File: config.mk
export PLATFORM = sky130hd
export DESIGN_NAME = cexp_write_engine
export DESIGN_NICKNAME = d
export VERILOG_FILES = /design/src/rtl/cexp_pkg.sv /design/src/rtl/cexp_regs.sv /design/src/rtl/cexp_mode_decode.sv /design/src/rtl/cexp_expander.sv /design/src/rtl/cexp_write_engine.sv
export SDC_FILE = /design/constraint.sdc
export NUM_CORES = 1
export LEC_CHECK = 0
export BUFFER_PORTS_ARGS = -buffer_cell sky130_fd_sc_hd__buf_2
export CAP_MARGIN = 20
export CORE_UTILIZATION = 45
export DETAILED_ROUTE_END_ITERATION = 7
export PLACE_DENSITY = 0.77
export RECOVER_POWER = 50
export SETUP_SLACK_MARGIN = 0.2
export SLEW_MARGIN = 20
export SYNTH_ARGS = -nofsm -noshare
export SYNTH_HDL_FRONTEND = slang
export SYNTH_SLANG_ARGS = --single-unit
export TNS_END_PERCENT = 10
File: constraint.sdc
create_clock -name clk -period 1.8 [get_ports clk]
set_input_delay 0 -clock clk [delete_from_list [all_inputs] [get_ports clk]]
set_output_delay 0 -clock clk [all_outputs]
set_load 0.1 [all_outputs]
File: src/rtl/cexp_pkg.sv
package cexp_pkg;

   // Pixels produced per CPU byte and bits per pixel
   localparam int PIX_PER_BYTE = 8;
   localparam int PIX_W        = 8;
   localparam int PIX_SHIFT    = $clog2(PIX_PER_BYTE);

   // Register select encoding
   typedef enum logic [1:0] {
      SEL_BG   = 2'd0,
      SEL_FG   = 2'd1,
      SEL_EXT  = 2'd2,
      SEL_RSVD = 2'd3
   } reg_sel_e;

   // Kind of transfer a CPU write turns into
   typedef enum logic [1:0] {
      XK_PASS   = 2'd0,
      XK_TRANSP = 2'd1,
      XK_OPAQUE = 2'd2
   } xfer_kind_e;

   // Effective mode codes that expand
   localparam int MODE_TRANSP = 4;
   localparam int MODE_OPAQUE = 5;

endpackage

File: src/rtl/cexp_regs.sv
module cexp_regs
   import cexp_pkg::*;
#(
   parameter int EXT_BIT  = 2,
   parameter int NARROW_W = 4
) (
   input  logic             clk,
   input  logic             rst_n,
   input  logic             reg_we,
   input  logic [1:0]       reg_sel,
   input  logic [PIX_W-1:0] reg_wdata,
   output logic             wide_q,
   output logic [PIX_W-1:0] bg_q,
   output logic [PIX_W-1:0] fg_q
);

   localparam logic [PIX_W-1:0] NARROW_MASK = PIX_W'((1 << NARROW_W) - 1);

   logic [PIX_W-1:0] color_in;

   // Width gating depends on the flag value before this write
   generate
      if (NARROW_W >= PIX_W) begin : g_full_only
         assign color_in = reg_wdata;
      end else begin : g_gated
         assign color_in = wide_q ? reg_wdata : (reg_wdata & NARROW_MASK);
      end
   endgenerate

   always_ff @(posedge clk or negedge rst_n) begin
      if (!rst_n) begin
         wide_q <= 1'b0;
         bg_q   <= '0;
         fg_q   <= '0;
      end else if (reg_we) begin
         case (reg_sel_e'(reg_sel))
            SEL_BG:  bg_q   <= color_in;
            SEL_FG:  fg_q   <= color_in;
            SEL_EXT: wide_q <= reg_wdata[EXT_BIT];
            default: ;
         endcase
      end
   end

endmodule

File: src/rtl/cexp_mode_decode.sv
module cexp_mode_decode
   import cexp_pkg::*;
#(
   parameter int MODE_W        = 3,
   parameter int NARROW_MODE_W = 2
) (
   input  logic [MODE_W-1:0] wmode,
   input  logic              wide,
   output xfer_kind_e        kind
);

   localparam logic [MODE_W-1:0] NARROW_MASK = MODE_W'((1 << NARROW_MODE_W) - 1);
   localparam logic [MODE_W-1:0] CODE_T      = MODE_W'(MODE_TRANSP);
   localparam logic [MODE_W-1:0] CODE_O      = MODE_W'(MODE_OPAQUE);

   logic [MODE_W-1:0] eff;

   generate
      if (NARROW_MODE_W >= MODE_W) begin : g_no_mask
         assign eff = wmode;
      end else begin : g_masked
         assign eff = wide ? wmode : (wmode & NARROW_MASK);
      end
   endgenerate

   always_comb begin
      if (eff == CODE_T)      kind = XK_TRANSP;
      else if (eff == CODE_O) kind = XK_OPAQUE;
      else                    kind = XK_PASS;
   end

endmodule

File: src/rtl/cexp_expander.sv
module cexp_expander
   import cexp_pkg::*;
#(
   parameter int MEM_AW = 16,
   parameter int BASE_W = 16
) (
   input  logic              clk,
   input  logic              rst_n,
   input  logic              start,
   input  xfer_kind_e        kind,
   input  logic [BASE_W-1:0] base,
   input  logic [BASE_W-1:0] off,
   input  logic [PIX_W-1:0]  data,
   input  logic [PIX_W-1:0]  fg,
   input  logic [PIX_W-1:0]  bg,
   output logic              busy,
   output logic              mem_we,
   output logic [MEM_AW-1:0] mem_addr,
   output logic [PIX_W-1:0]  mem_wdata,
   output logic [PIX_W-1:0]  fg_cap,
   output logic [PIX_W-1:0]  bg_cap
);

   localparam int                CNT_W    = PIX_SHIFT;
   localparam logic [CNT_W-1:0]  LAST_PIX = CNT_W'(PIX_PER_BYTE - 1);
   localparam int                WIDE_W   = BASE_W + PIX_SHIFT;

   logic [BASE_W-1:0]       byte_addr;
   logic [WIDE_W-1:0]       pix_wide;
   logic [MEM_AW-1:0]       pix0;
   logic [MEM_AW-1:0]       pass_addr_n;

   logic                    act_q;
   logic [CNT_W-1:0]        cnt_q;
   logic [PIX_PER_BYTE-1:0] bits_q;
   logic                    opaque_q;
   logic [MEM_AW-1:0]       base_pix_q;
   logic                    pass_v_q;
   logic [MEM_AW-1:0]       pass_addr_q;
   logic [PIX_W-1:0]        pass_data_q;

   // Byte address and its first pixel, both reduced modulo the memory size
   always_comb begin
      byte_addr   = base + off;
      pix_wide    = {byte_addr, {PIX_SHIFT{1'b0}}};
      pix0        = pix_wide[MEM_AW-1:0];
      pass_addr_n = byte_addr[MEM_AW-1:0];
   end

   always_ff @(posedge clk or negedge rst_n) begin
      if (!rst_n) begin
         act_q       <= 1'b0;
         cnt_q       <= '0;
         bits_q      <= '0;
         opaque_q    <= 1'b0;
         base_pix_q  <= '0;
         fg_cap      <= '0;
         bg_cap      <= '0;
         pass_v_q    <= 1'b0;
         pass_addr_q <= '0;
         pass_data_q <= '0;
      end else begin
         pass_v_q <= 1'b0;
         if (act_q) begin
            // Most significant bit drives the current pixel
            bits_q <= {bits_q[PIX_PER_BYTE-2:0], 1'b0};
            cnt_q  <= cnt_q + 1'b1;
            if (cnt_q == LAST_PIX) act_q <= 1'b0;
         end else if (start) begin
            if (kind == XK_PASS) begin
               pass_v_q    <= 1'b1;
               pass_addr_q <= pass_addr_n;
               pass_data_q <= data;
            end else begin
               act_q      <= 1'b1;
               cnt_q      <= '0;
               bits_q     <= data;
               opaque_q   <= (kind == XK_OPAQUE);
               base_pix_q <= pix0;
               fg_cap     <= fg;
               bg_cap     <= bg;
            end
         end
      end
   end

   always_comb begin
      busy = act_q;
      if (act_q) begin
         mem_we    = opaque_q | bits_q[PIX_PER_BYTE-1];
         mem_addr  = base_pix_q + MEM_AW'(cnt_q);
         mem_wdata = bits_q[PIX_PER_BYTE-1] ? fg_cap : bg_cap;
      end else if (pass_v_q) begin
         mem_we    = 1'b1;
         mem_addr  = pass_addr_q;
         mem_wdata = pass_data_q;
      end else begin
         mem_we    = 1'b0;
         mem_addr  = '0;
         mem_wdata = '0;
      end
   end

endmodule

File: src/rtl/cexp_write_engine.sv
module cexp_write_engine
   import cexp_pkg::*;
#(
   parameter int MEM_AW        = 16,
   parameter int BASE_W        = 16,
   parameter int MODE_W        = 3,
   parameter int NARROW_MODE_W = 2,
   parameter int NARROW_W      = 4,
   parameter int EXT_BIT       = 2
) (
   input  logic              clk,
   input  logic              rst_n,
   input  logic              reg_we,
   input  logic [1:0]        reg_sel,
   input  logic [7:0]        reg_wdata,
   input  logic [MODE_W-1:0] wmode,
   input  logic              cpu_we,
   input  logic [BASE_W-1:0] cpu_base,
   input  logic [BASE_W-1:0] cpu_off,
   input  logic [7:0]        cpu_data,
   output logic              busy,
   output logic              mem_we,
   output logic [MEM_AW-1:0] mem_addr,
   output logic [7:0]        mem_wdata
);

   // Elaboration-time parameter checks
   generate
      if (MEM_AW <= PIX_SHIFT) begin : g_bad_mem
         $error("MEM_AW must exceed the pixel index width");
      end
      if (MEM_AW > BASE_W) begin : g_bad_base
         $error("MEM_AW must not exceed BASE_W");
      end
      if (MODE_W < 3 || NARROW_MODE_W < 1 || NARROW_MODE_W > MODE_W) begin : g_bad_mode
         $error("mode field widths are inconsistent");
      end
      if (NARROW_W < 1 || NARROW_W > PIX_W) begin : g_bad_narrow
         $error("NARROW_W out of range");
      end
      if (EXT_BIT < 0 || EXT_BIT >= PIX_W) begin : g_bad_ext
         $error("EXT_BIT out of range");
      end
   endgenerate

   logic             wide_q;
   logic [PIX_W-1:0] bg_q;
   logic [PIX_W-1:0] fg_q;
   logic [PIX_W-1:0] fg_cap;
   logic [PIX_W-1:0] bg_cap;
   xfer_kind_e       kind;

   cexp_regs #(
      .EXT_BIT  (EXT_BIT),
      .NARROW_W (NARROW_W)
   ) u_regs (
      .clk       (clk),
      .rst_n     (rst_n),
      .reg_we    (reg_we),
      .reg_sel   (reg_sel),
      .reg_wdata (reg_wdata),
      .wide_q    (wide_q),
      .bg_q      (bg_q),
      .fg_q      (fg_q)
   );

   cexp_mode_decode #(
      .MODE_W        (MODE_W),
      .NARROW_MODE_W (NARROW_MODE_W)
   ) u_decode (
      .wmode (wmode),
      .wide  (wide_q),
      .kind  (kind)
   );

   cexp_expander #(
      .MEM_AW (MEM_AW),
      .BASE_W (BASE_W)
   ) u_expand (
      .clk       (clk),
      .rst_n     (rst_n),
      .start     (cpu_we),
      .kind      (kind),
      .base      (cpu_base),
      .off       (cpu_off),
      .data      (cpu_data),
      .fg        (fg_q),
      .bg        (bg_q),
      .busy      (busy),
      .mem_we    (mem_we),
      .mem_addr  (mem_addr),
      .mem_wdata (mem_wdata),
      .fg_cap    (fg_cap),
      .bg_cap    (bg_cap)
   );

endmodule

==> results of run 1 <==
-- tightest hold or removal path, delay by kind of cell --
kind / cells / cell delay, ns
AND/OR/NAND/NOR: 1 / 0.09
buffers and inverters: 1 / 0.09
multiplexers: 1 / 0.15
-- sequential cells by signal, indices dropped and copies added (netlist names) --
name and count:
u_expand.pass_addr_q 16, u_expand.base_pix_q 13, u_expand.bg_cap 8, u_expand.bits_q 8, u_expand.fg_cap 8, u_expand.pass_data_q 8, u_regs.bg_q 8, u_regs.fg_q 8
u_expand.cnt_q 3, u_expand.busy 1, u_expand.opaque_q 1, u_expand.pass_v_q 1, u_regs.wide_q 1
-- layout make-up --
cell class              count  area [um^2]
inverters                   6         22.5
repair buffers            127         1190
fillers                   724         3330
clock inverters             5         61.3
multi-input cells         355         2270
clock buffers              11          141
flip-flops and latches     84         2110
well taps                 129          161
-- repair_timing --
action | 4_1_cts | 5_1_grt
buffers inserted | 4 | 0
hold buffers | 20 | 0
endpoints found under the setup margin | 30 | 60
gates resized for setup | 8 | 13
pin swaps | 1 | 2
cloned | 1 | 0
endpoints found under the hold margin | 118 | 0
-- power by group through the flow --
stage	clock (mW)	sequential, mW	combinational [mW]
floorplan	0	3.06	4.01
global placement	0	3.12	5.87
detailed placement	0	3.17	5.96
CTS	1.36	3.13	6.16
global route	1.43	3.24	6.50
finish	1.33	3.16	6.18
-- Yosys cell counts (2+ instances only) --
cell        n
dfrtp_1    84
clkbuf_1   14
a21o_1      4
a21boi_1    2
o21ai_1     2
xnor2_1     6
xor2_1      5
nand2_1   151
inv_1       5
mux2_2     15
a22o_1     16
nor3_1      5
buf_2       7
ha_1       17
o21a_1      2
mux2i_1    16
nand3_1     9
o21ai_0    46
nor2b_1     2
nor2_1     11
and3_1      2
nand3b_1    3
o22ai_1     2
nand4_1     4
a21oi_1    19
-- metal layers --
metal | part of all wire [%] | GRT usage [%] | vias to the layer above
li1 | - | - | 1833
met1 | 44 | 28.8 | 1815
met2 | 51 | 39.0 | 103
met3 | 3.9 | 3.97 | 16
met4 | 1.9 | 7.58 | 0
met5 | 0 | 0 | -
-- cells by family after synthesis --
kind of cell    share of synthesized area (%)
simple gates                             18.6
compound gates                           14.8
flops                                    48.4
mux                                      7.58
buf+inv                                  3.00
fa+ha+maj                                5.36
xor+xnor                                 2.22
-- metrics by stage --
stage | utilization, % | std cells | worst slack (ns)
after floorplan | - | 469 | 0.0482
after global placement | 58.9 | 676 | -0.0433
after detailed placement | 58.9 | 676 | -0.0830
after CTS | 64.0 | 717 | 0.180
after global routing | 64.2 | 717 | 0.146
final | 64.2 | 717 | 0.193
-- final timing paths --
kind / slack [ns] / startpoint / endpoint
min in group asynchronous: 0.08 / rst_n / u_expand.bits_q[2]
max in group asynchronous: 0.44 / rst_n / u_expand.bits_q[7]
worst min register to register: 0.48 / u_regs.fg_q[3] / u_expand.fg_cap[3]
worst max register to register: 0.25 / u_regs.wide_q / u_expand.pass_addr_q[15]
worst max-delay path: 0.19 / u_expand.busy / mem_addr[12]
worst min-delay path: 0.01 / reg_sel[1] / u_regs.wide_q
-- placed cells by master, fill, tap and decap left out, types with 5 or more instances in the layout --
cell type / count
mux2i_1: 16
mux2_2: 15
dfrtp_1: 82
a22o_2: 12
buf_12: 25
o21ai_0: 37
ha_1: 17
nand3_1: 8
nor2_1: 10
dlygate4sd3_1: 20
xnor2_1: 6
nor3_1: 5
nand2_1: 148
buf_4: 18
o21ai_4: 9
clkbuf_8: 10
xor2_1: 5
buf_2: 55
a21oi_1: 19
==> flow_summary.json, run 1 <==
{
  "crit_chain": "nor2b_4 > buf_8 > a22o_2 > buf_12",
  "synth_top_area_share_pct": 48.4,
  "grt_start_max_net_pins": 40,
  "drive_above_1_share_pct": 29.9,
  "status": "completed",
  "clkSlewWorstSetupHoldPaths_ns": 0.08,
  "syn_inst": 469,
  "dieArea_um2": 10000,
  "grt_pass1_vias": 3780,
  "vias": 3767,
  "p_sw_mw": 5.06,
  "placed_cell_area_um2": 5470,
  "cp_max_fo": 12,
  "slew_viol_final": 0,
  "initial_core_util_pct": 46.8,
  "setup_viol": 0,
  "vias_per_cell": 5.25,
  "cp_num_buf_inv": 2,
  "ys_async_sr_fraction_pct": 100,
  "yosys_warnings": 0,
  "grt_overflow": 0,
  "max_stage_delay_ns": 0.53,
  "required_ns": 1.80,
  "tightest_slew_ns": 0.957,
  "fin_setup_tns_ns": 0,
  "worstSetupEndpointType": "primary output",
  "whs_path_depth": 3,
  "clkPwrFrac_pct": 12.5,
  "path_class": "reg -> out",
  "grt_pass1_wl_um": 17800,
  "power_mw": 10.7,
  "drtIter0Drc": 137,
  "p_per_area_nw_per_um2": 1790,
  "cts_tree": "built",
  "cts_root_buf": "clkbuf_8",
  "pwr-share-seq_pct": 29.6,
  "fmax_ghz": 0.622,
  "die_y_um": 100,
  "skew_ns": 0.0101,
  "drv_cap": 0,
  "reg2reg_depth": 6,
  "irDropWorstVdd_mv": 1.39,
  "synth.avg_cell_area_um2": 9.26,
  "synth.area.top_cells": "dfrtp_1, nand2_1, o21ai_0, ha_1, mux2_2",
  "whs_ns": 0.0145,
  "yosys.area.top_type": "dfrtp_1",
  "ant_nets": 0,
  "yosys_register_bits": 84,
  "ys_seq_area_share_pct": 48.4,
  "cts_buffer_depth": 2,
  "drt-total-wl_um": 10600,
  "netlist_area_um2": 4340,
  "wire_per_inst_um": 14.8,
  "post-route-min-period_ns": 1.61,
  "synth-main-ff-cell": "dfrtp_1",
  "cp_top_family": "flip-flops",
  "crit_path_top_delay_cell": "dfrtp_4",
  "grt_usage_pct": 22.6,
  "finalHoldViolCount": 0,
  "die_w_um": 100,
  "clk_latency_ns": 0.35,
  "rsz0062_at_grt": "yes",
  "first_pass_iters": 4,
  "internal_power_mw": 5.61,
  "p_leak_nw": 2.88,
  "htreeDepth": 3,
  "cts_inserted_buffers": 9,
  "startpoint_type": "flip-flop",
  "portBuffers": 82,
  "io_pins": 83,
  "cp.depth": 4,
  "antennaDiodeCount": 0,
  "switching_share_pct": 47.4,
  "synth_edf_count": 0,
  "clock-sinks": 84,
  "antenna_found_initial": 0,
  "nNetsFinal": 658,
  "relSlewSlack_pct": 36.2,
  "cp.arrival_ns": 1.61,
  "syn2layout_area_growth_pct": 37.2,
  "dp_hpwl_um": 7750,
  "synthesis.nets": 544,
  "rows": 35,
  "stdcell_area_um2": 5960,
  "timing.final.crit_share_pct": 89.3,
  "combPwrFrac_pct": 57.9,
  "core_area_um2": 9280,
  "hold_class": "in -> reg",
  "synth.distinct_cells": 45,
  "drc": 0,
  "gpl.final_weighted_congestion": 0.877
}
Note: power is estimated with default switching activity, not from simulation.
==> run 2: changes to the inputs <==
Settings changed: CELL_PAD_IN_SITES_DETAIL_PLACEMENT set to 0, CELL_PAD_IN_SITES_GLOBAL_PLACEMENT set to 1, CORE_UTILIZATION 45 to 43, PLACE_DENSITY 0.77 to not set, PLACE_DENSITY_LB_ADDON set to 0.3, SYNTH_HIERARCHICAL set to 1.
==> run 2 against run 1 <==
Effect of this change: largest power group unchanged; setup slack got worse by 0.11 ns; sequential share of layout area is 1.6 points lower; fmax fell by 6.2%.
==> flow_summary.json, run 2 <==
{
  "vias": 3822,
  "dieArea_um2": 10600,
  "htreeDepth": 3,
  "synthesis.nets": 525,
  "clk_latency_ns": 0.36,
  "drive_above_1_share_pct": 35.0,
  "hold_class": "in -> reg",
  "crit_end": "mem_addr[9]",
  "reg2reg_depth": 5,
  "cts_inserted_buffers": 9,
  "nNetsFinal": 644,
  "yosysMostFrequentCell": "nand2_1",
  "startpoint_type": "flip-flop",
  "cp_top_family": "buffers and inverters",
  "reg2reg_from": "u_expand/busy",
  "cts_buffer_depth": 2,
  "r2r_end": "u_expand/base_pix_q[15]",
  "finalHoldViolCount": 0,
  "nFillCells": 843,
  "antennaDiodeCount": 0,
  "internal_power_mw": 6.06,
  "yosys.area.top_type": "dfrtp_1",
  "drc": 0,
  "slew_viol_final": 0,
  "crit_top_cell": "buf_12",
  "initial_core_util_pct": 44.7,
  "power_mw": 11.3,
  "crit_path_top_delay_cell": "dfrtp_4",
  "first_pass_iters": 5,
  "synth.avg_cell_area_um2": 9.75,
  "io_pins": 83,
  "p_sw_mw": 5.24,
  "yosys_warnings": 6,
  "cts_root_buf": "clkbuf_8",
  "portBuffers": 82,
  "switching_share_pct": 46.4,
  "netlist_area_um2": 4390,
  "crit_path_start": "u_expand/busy",
  "yosys_register_bits": 84,
  "cp.depth": 6,
  "synth_common_cells": "nand2_1, dfrtp_1, a22o_1",
  "ys_seq_area_share_pct": 47.9,
  "mostFrequentLayoutCells": "nand2_1, dfrtp_1, buf_2",
  "p_per_area_nw_per_um2": 1810,
  "largest_register": "u_expand/pass_addr_q",
  "cp_num_buf_inv": 4,
  "r2r_slack_ns": 0.14,
  "drt-total-wl_um": 11300,
  "vias_per_cell": 5.41,
  "synth_edf_count": 0,
  "fmax_ghz": 0.583,
  "ys_async_sr_fraction_pct": 100,
  "skew_ns": 0.00481,
  "ant_nets": 0,
  "combPwrFrac_pct": 59.3,
  "tightest_slew_ns": 1.38,
  "grt_start_max_net_pins": 52,
  "rsz0062_at_grt": "yes",
  "relSlewSlack_pct": 7.57,
  "irDropWorstVdd_mv": 1.37,
  "final_common_cell": "nand2_1",
  "cts_tree": "built",
  "grt_usage_pct": 23.0,
  "largest_register_ffs": 16,
  "setup_viol": 0,
  "die_y_um": 103,
  "crit_chain": "buf_12 > nor2b_4 > buf_6 > clkbuf_16 > a22o_4 > buf_12",
  "required_ns": 1.80,
  "max_stage_delay_ns": 0.51,
  "cp.arrival_ns": 1.71,
  "path_class": "reg -> out",
  "syn2layout_area_growth_pct": 42.3,
  "clkSlewWorstSetupHoldPaths_ns": 0.09,
  "grt_overflow": 0,
  "dp_hpwl_um": 8140,
  "whs_ns": 0.0176,
  "timing.final.crit_share_pct": 95.2,
  "p_leak_nw": 3.08,
  "syn_inst": 450,
  "largestRegisters": "u_expand/pass_addr_q (16), u_expand/base_pix_q (13)",
  "stdcell_area_um2": 6240,
  "wire_per_inst_um": 16.0,
  "synth.distinct_cells": 57,
  "gpl.final_weighted_congestion": 0.829,
  "cp_max_fo": 5,
  "drtIter0Drc": 173,
  "clkPwrFrac_pct": 12.1,
  "rows": 36,
  "clock-sinks": 84,
  "synth.area.top_cells": "dfrtp_1, nand2_1, mux2_2, a22o_1, ha_1",
  "grt_pass1_wl_um": 18200,
  "synth-main-ff-cell": "dfrtp_1",
  "grt_pass1_vias": 3697,
  "status": "completed",
  "die_w_um": 103,
  "worstSetupEndpointType": "primary output",
  "antenna_found_initial": 0,
  "synth_top_area_share_pct": 47.9,
  "core_area_um2": 9820,
  "post-route-min-period_ns": 1.71,
  "placed_cell_area_um2": 5710,
  "pwr-share-seq_pct": 28.6,
  "drv_cap": 0
}
==> run 2: timing repair <==
item	in CTS	in global routing
gates resized for setup	7	16
hold endpoints to repair	76	0
setup endpoints to repair	44	60
cloned	1	2
pin swaps	0	4
hold buffers	14	0
setup buffers	3	5
==> run 2: kinds of logic after synthesis <==
| logic type | Yosys count | share of synthesized area (%) |
|---|---|---|
| fa+ha+maj | 18 | 5.30 |
| mux | 26 | 6.64 |
| simple gates | 166 | 16.9 |
| xor+xnor | 8 | 1.60 |
| compound gates | 110 | 18.3 |
| buf+inv | 38 | 3.39 |
| flops | 84 | 47.9 |
==> run 2: stage by stage <==
stage	utilization, %	setup TNS (ns)	cells	setup WS (ns)
2_1_floorplan	-	0	450	0.156
3_3_place_gp	58.2	0	666	0.0305
3_5_place_dp	58.2	-0.120	666	-0.0575
4_1_cts	62.3	0	700	0.0416
5_1_grt	63.6	0	707	0.0268
6_report	63.6	0	707	0.0862
==> run 2: routing by layer <==
| metal | track usage [%] | share of wire, % |
|---|---|---|
| met1 | 28.9 | 43 |
| met2 | 39.2 | 50 |
| met3 | 3.12 | 4.1 |
| met4 | 10.8 | 2.2 |
| met5 | 0 | 0 |
==> run 2: area by class of cell <==
type                    count  area [um^2]  area share [%]
flip-flops and latches     84         2110            33.8
clock inverters             7         75.1            1.20
well taps                 133          166            2.67
inverters                  13         48.8           0.782
repair buffers            133         1330            21.4
multi-input cells         328         2390            38.2
clock buffers               9          124            1.98
==> run 2: worst register-to-register path, cell delays in order (launching register included) <==
cell	delay, ns
dfrtp_4	0.51
buf_6	0.16
nor2b_4	0.18
o21ai_2	0.14
or4_1	0.52
nand3_1	0.09
==> run 2: power by group through the flow <==
stage	clock (mW)	sequential, mW	combinational, mW
after global placement	0	3.24	6.34
after CTS	1.40	3.23	6.60
final	1.37	3.23	6.70
after floorplan	0	3.16	4.38
after detailed placement	0	3.30	6.42
after global routing	1.48	3.33	7.07
==> run 2: worst min-delay path by stage <==
stage,startpoint,end,slack [ns],cells after the start
6_report,reg_sel[1],u_regs/wide_q,0.02,3
3_3_place_gp,rst_n,u_regs/fg_q[0],0.07,1
5_1_grt,reg_sel[1],u_regs/wide_q,0.03,3
2_1_floorplan,rst_n,u_expand/base_pix_q[10],-0.30,0
4_1_cts,reg_wdata[6],u_regs/fg_q[6],0.0002,3
3_5_place_dp,rst_n,u_regs/fg_q[0],0.08,1
==> run 3: changes to the inputs <==
Settings changed: CORE_UTILIZATION 43 to 42, SYNTH_HIERARCHICAL 1 to not set.
==> run 3 against run 2 <==
Effect of this change: via count down 3.9%; largest power group unchanged; clock power up 7%; clock skew up 0.0067 ns; flip-flop and latch count unchanged; utilization down 2.7 points; critical path type unchanged; cell area down 3.4%; setup slack worse by 0.0011 ns; sequential share of layout area up 1.2 points; critical endpoint is now mem_wdata[5]; combinational power down 6.1%; register-to-register slack better by 0.02 ns.
==> flow_summary.json, run 3 (same netlist as run 1, synthesis figures left out) <==
{
  "rows": 36,
  "relSlewSlack_pct": 44.9,
  "final_common_cell": "nand2_1",
  "core_area_um2": 9910,
  "mostFrequentLayoutCells": "nand2_1, dfrtp_1, buf_2",
  "skew_ns": 0.0115,
  "die_w_um": 104,
  "crit_top_cell": "buf_12",
  "drc": 0,
  "initial_core_util_pct": 43.8,
  "largestRegisters": "u_expand.pass_addr_q (16), u_expand.base_pix_q (13)",
  "portBuffers": 82,
  "antenna_found_initial": 0,
  "cts_buffer_depth": 2,
  "htreeDepth": 3,
  "clock-sinks": 84,
  "worstSetupEndpointType": "primary output",
  "rsz0062_at_grt": "yes",
  "cp.depth": 6,
  "cp_max_fo": 5,
  "placed_cell_area_um2": 5470,
  "grt_start_max_net_pins": 42,
  "clk_latency_ns": 0.34,
  "tightest_slew_ns": 0.827,
  "clkSlewWorstSetupHoldPaths_ns": 0.09,
  "largest_register_ffs": 16,
  "p_leak_nw": 2.93,
  "startpoint_type": "flip-flop",
  "whs_ns": 0.0139,
  "cp_num_buf_inv": 3,
  "post-route-min-period_ns": 1.71,
  "fmax_ghz": 0.583,
  "required_ns": 1.80,
  "path_class": "reg -> out",
  "die_y_um": 104,
  "first_pass_iters": 4,
  "dp_hpwl_um": 7600,
  "grt_pass1_wl_um": 17600,
  "antennaDiodeCount": 0,
  "io_pins": 83,
  "dieArea_um2": 10700,
  "cp.arrival_ns": 1.71,
  "cts_tree": "built",
  "stdcell_area_um2": 6030,
  "drive_above_1_share_pct": 30.0,
  "drtIter0Drc": 140,
  "vias": 3674,
  "p_per_area_nw_per_um2": 1810,
  "timing.final.crit_share_pct": 95.3,
  "grt_usage_pct": 20.5,
  "slew_viol_final": 0,
  "grt_overflow": 0,
  "drt-total-wl_um": 10600,
  "status": "completed",
  "largest_register": "u_expand.pass_addr_q",
  "syn2layout_area_growth_pct": 38.9,
  "grt_pass1_vias": 3628,
  "finalHoldViolCount": 0,
  "hold_class": "in -> reg",
  "reg2reg_depth": 6,
  "cts_inserted_buffers": 9,
  "crit_path_top_delay_cell": "dfrtp_4",
  "ant_nets": 0,
  "cts_root_buf": "clkbuf_8",
  "nNetsFinal": 657,
  "vias_per_cell": 5.10,
  "gpl.final_weighted_congestion": 0.785,
  "whs_path_depth": 4,
  "cp_top_family": "flip-flops",
  "wire_per_inst_um": 14.7,
  "drv_cap": 0,
  "crit_chain": "buf_12 > nor2b_4 > buf_6 > nand2_2 > o21ai_4 > buf_12",
  "max_stage_delay_ns": 0.50,
  "irDropWorstVdd_mv": 1.10,
  "setup_viol": 0
}
## run 3: cell count changes in the layout (fill, tap and decap cells not counted), moves of 4 or more
| cell | delta |
|---|---|
| nor2_1 | +5 |
| mux2_2 | -10 |
| a222oi_1 | -7 |
| mux2i_1 | +15 |
| o21ai_0 | +13 |
| nand2_1 | +23 |
| inv_1 | -8 |
| a21oi_1 | +4 |
| o21ai_4 | +8 |
| a22o_4 | -19 |
| dlygate4sd3_1 | +5 |
| buf_4 | -8 |
| a22o_2 | +10 |
## run 3: layer usage
layer	track usage, %	vias to the layer above	wire length [um]
li1	-	1824	-
met1	28.1	1774	5080
met2	34.2	67	5090
met3	2.52	9	324
met4	5.71	0	92
met5	0	-	0
## run 3: layout make-up
type / instances / area [um^2]
Fill cell: 857 / 3880
Multi-Input combinational cell: 355 / 2310
Sequential cell: 84 / 2110
Inverter: 6 / 22.5
Tap cell: 133 / 166
Clock inverter: 4 / 72.6
Timing Repair Buffer: 126 / 1210
Clock buffer: 12 / 145
## run 3: where the power goes
part / switching [mW] / total [mW] / internal [mW]
sequential: 0.506 / 3.15 / 2.64
combinational: 3.92 / 6.29 / 2.37
clock: 0.648 / 1.47 / 0.819
total: 5.08 / 10.9 / 5.83
## run 3: worst reg2reg max path, stage by stage (launching register included)
cell and delay, ns:
dfrtp_4 0.50, buf_4 0.15, buf_4 0.21, nor2_4 0.24
buf_4 0.30, nand2_1 0.11, nand2_1 0.08
## run 3: per-stage QoR
step           setup slack [ns]  instances  setup TNS, ns  util [%]  power, mW
2_1_floorplan            0.0482        469              0         -       7.07
3_3_place_gp            -0.0873        678         -0.217      55.2       9.05
3_5_place_dp             -0.142        678         -0.675      55.2       9.15
4_1_cts                  0.0914        718              0      60.8       10.9
5_1_grt                  0.0342        720              0      60.9       11.4
6_report                 0.0850        720              0      60.9       10.9
## run 3: path summary, 6_finish.rpt
check	slack, ns	endpoint	startpoint
min reg2reg	0.47	u_expand.bg_cap[1]	u_regs.bg_q[1]
min in group asynchronous	0.26	u_expand.bits_q[4]	rst_n
min	0.01	u_expand.bits_q[0]	wmode[1]
max in group asynchronous	0.32	u_expand.bits_q[7]	rst_n
max reg2reg	0.16	u_expand.fg_cap[6]	u_expand.busy
max	0.09	mem_wdata[5]	u_expand.busy
## run 3: timing repair
item                                    CTS  global route
endpoints found under the hold margin   117             0
endpoints found under the setup margin   24            60
gates cloned                              3             0
setup buffers                             2             2
hold buffers                             19             0
resized for setup                        28             5
pin swaps                                 1             1
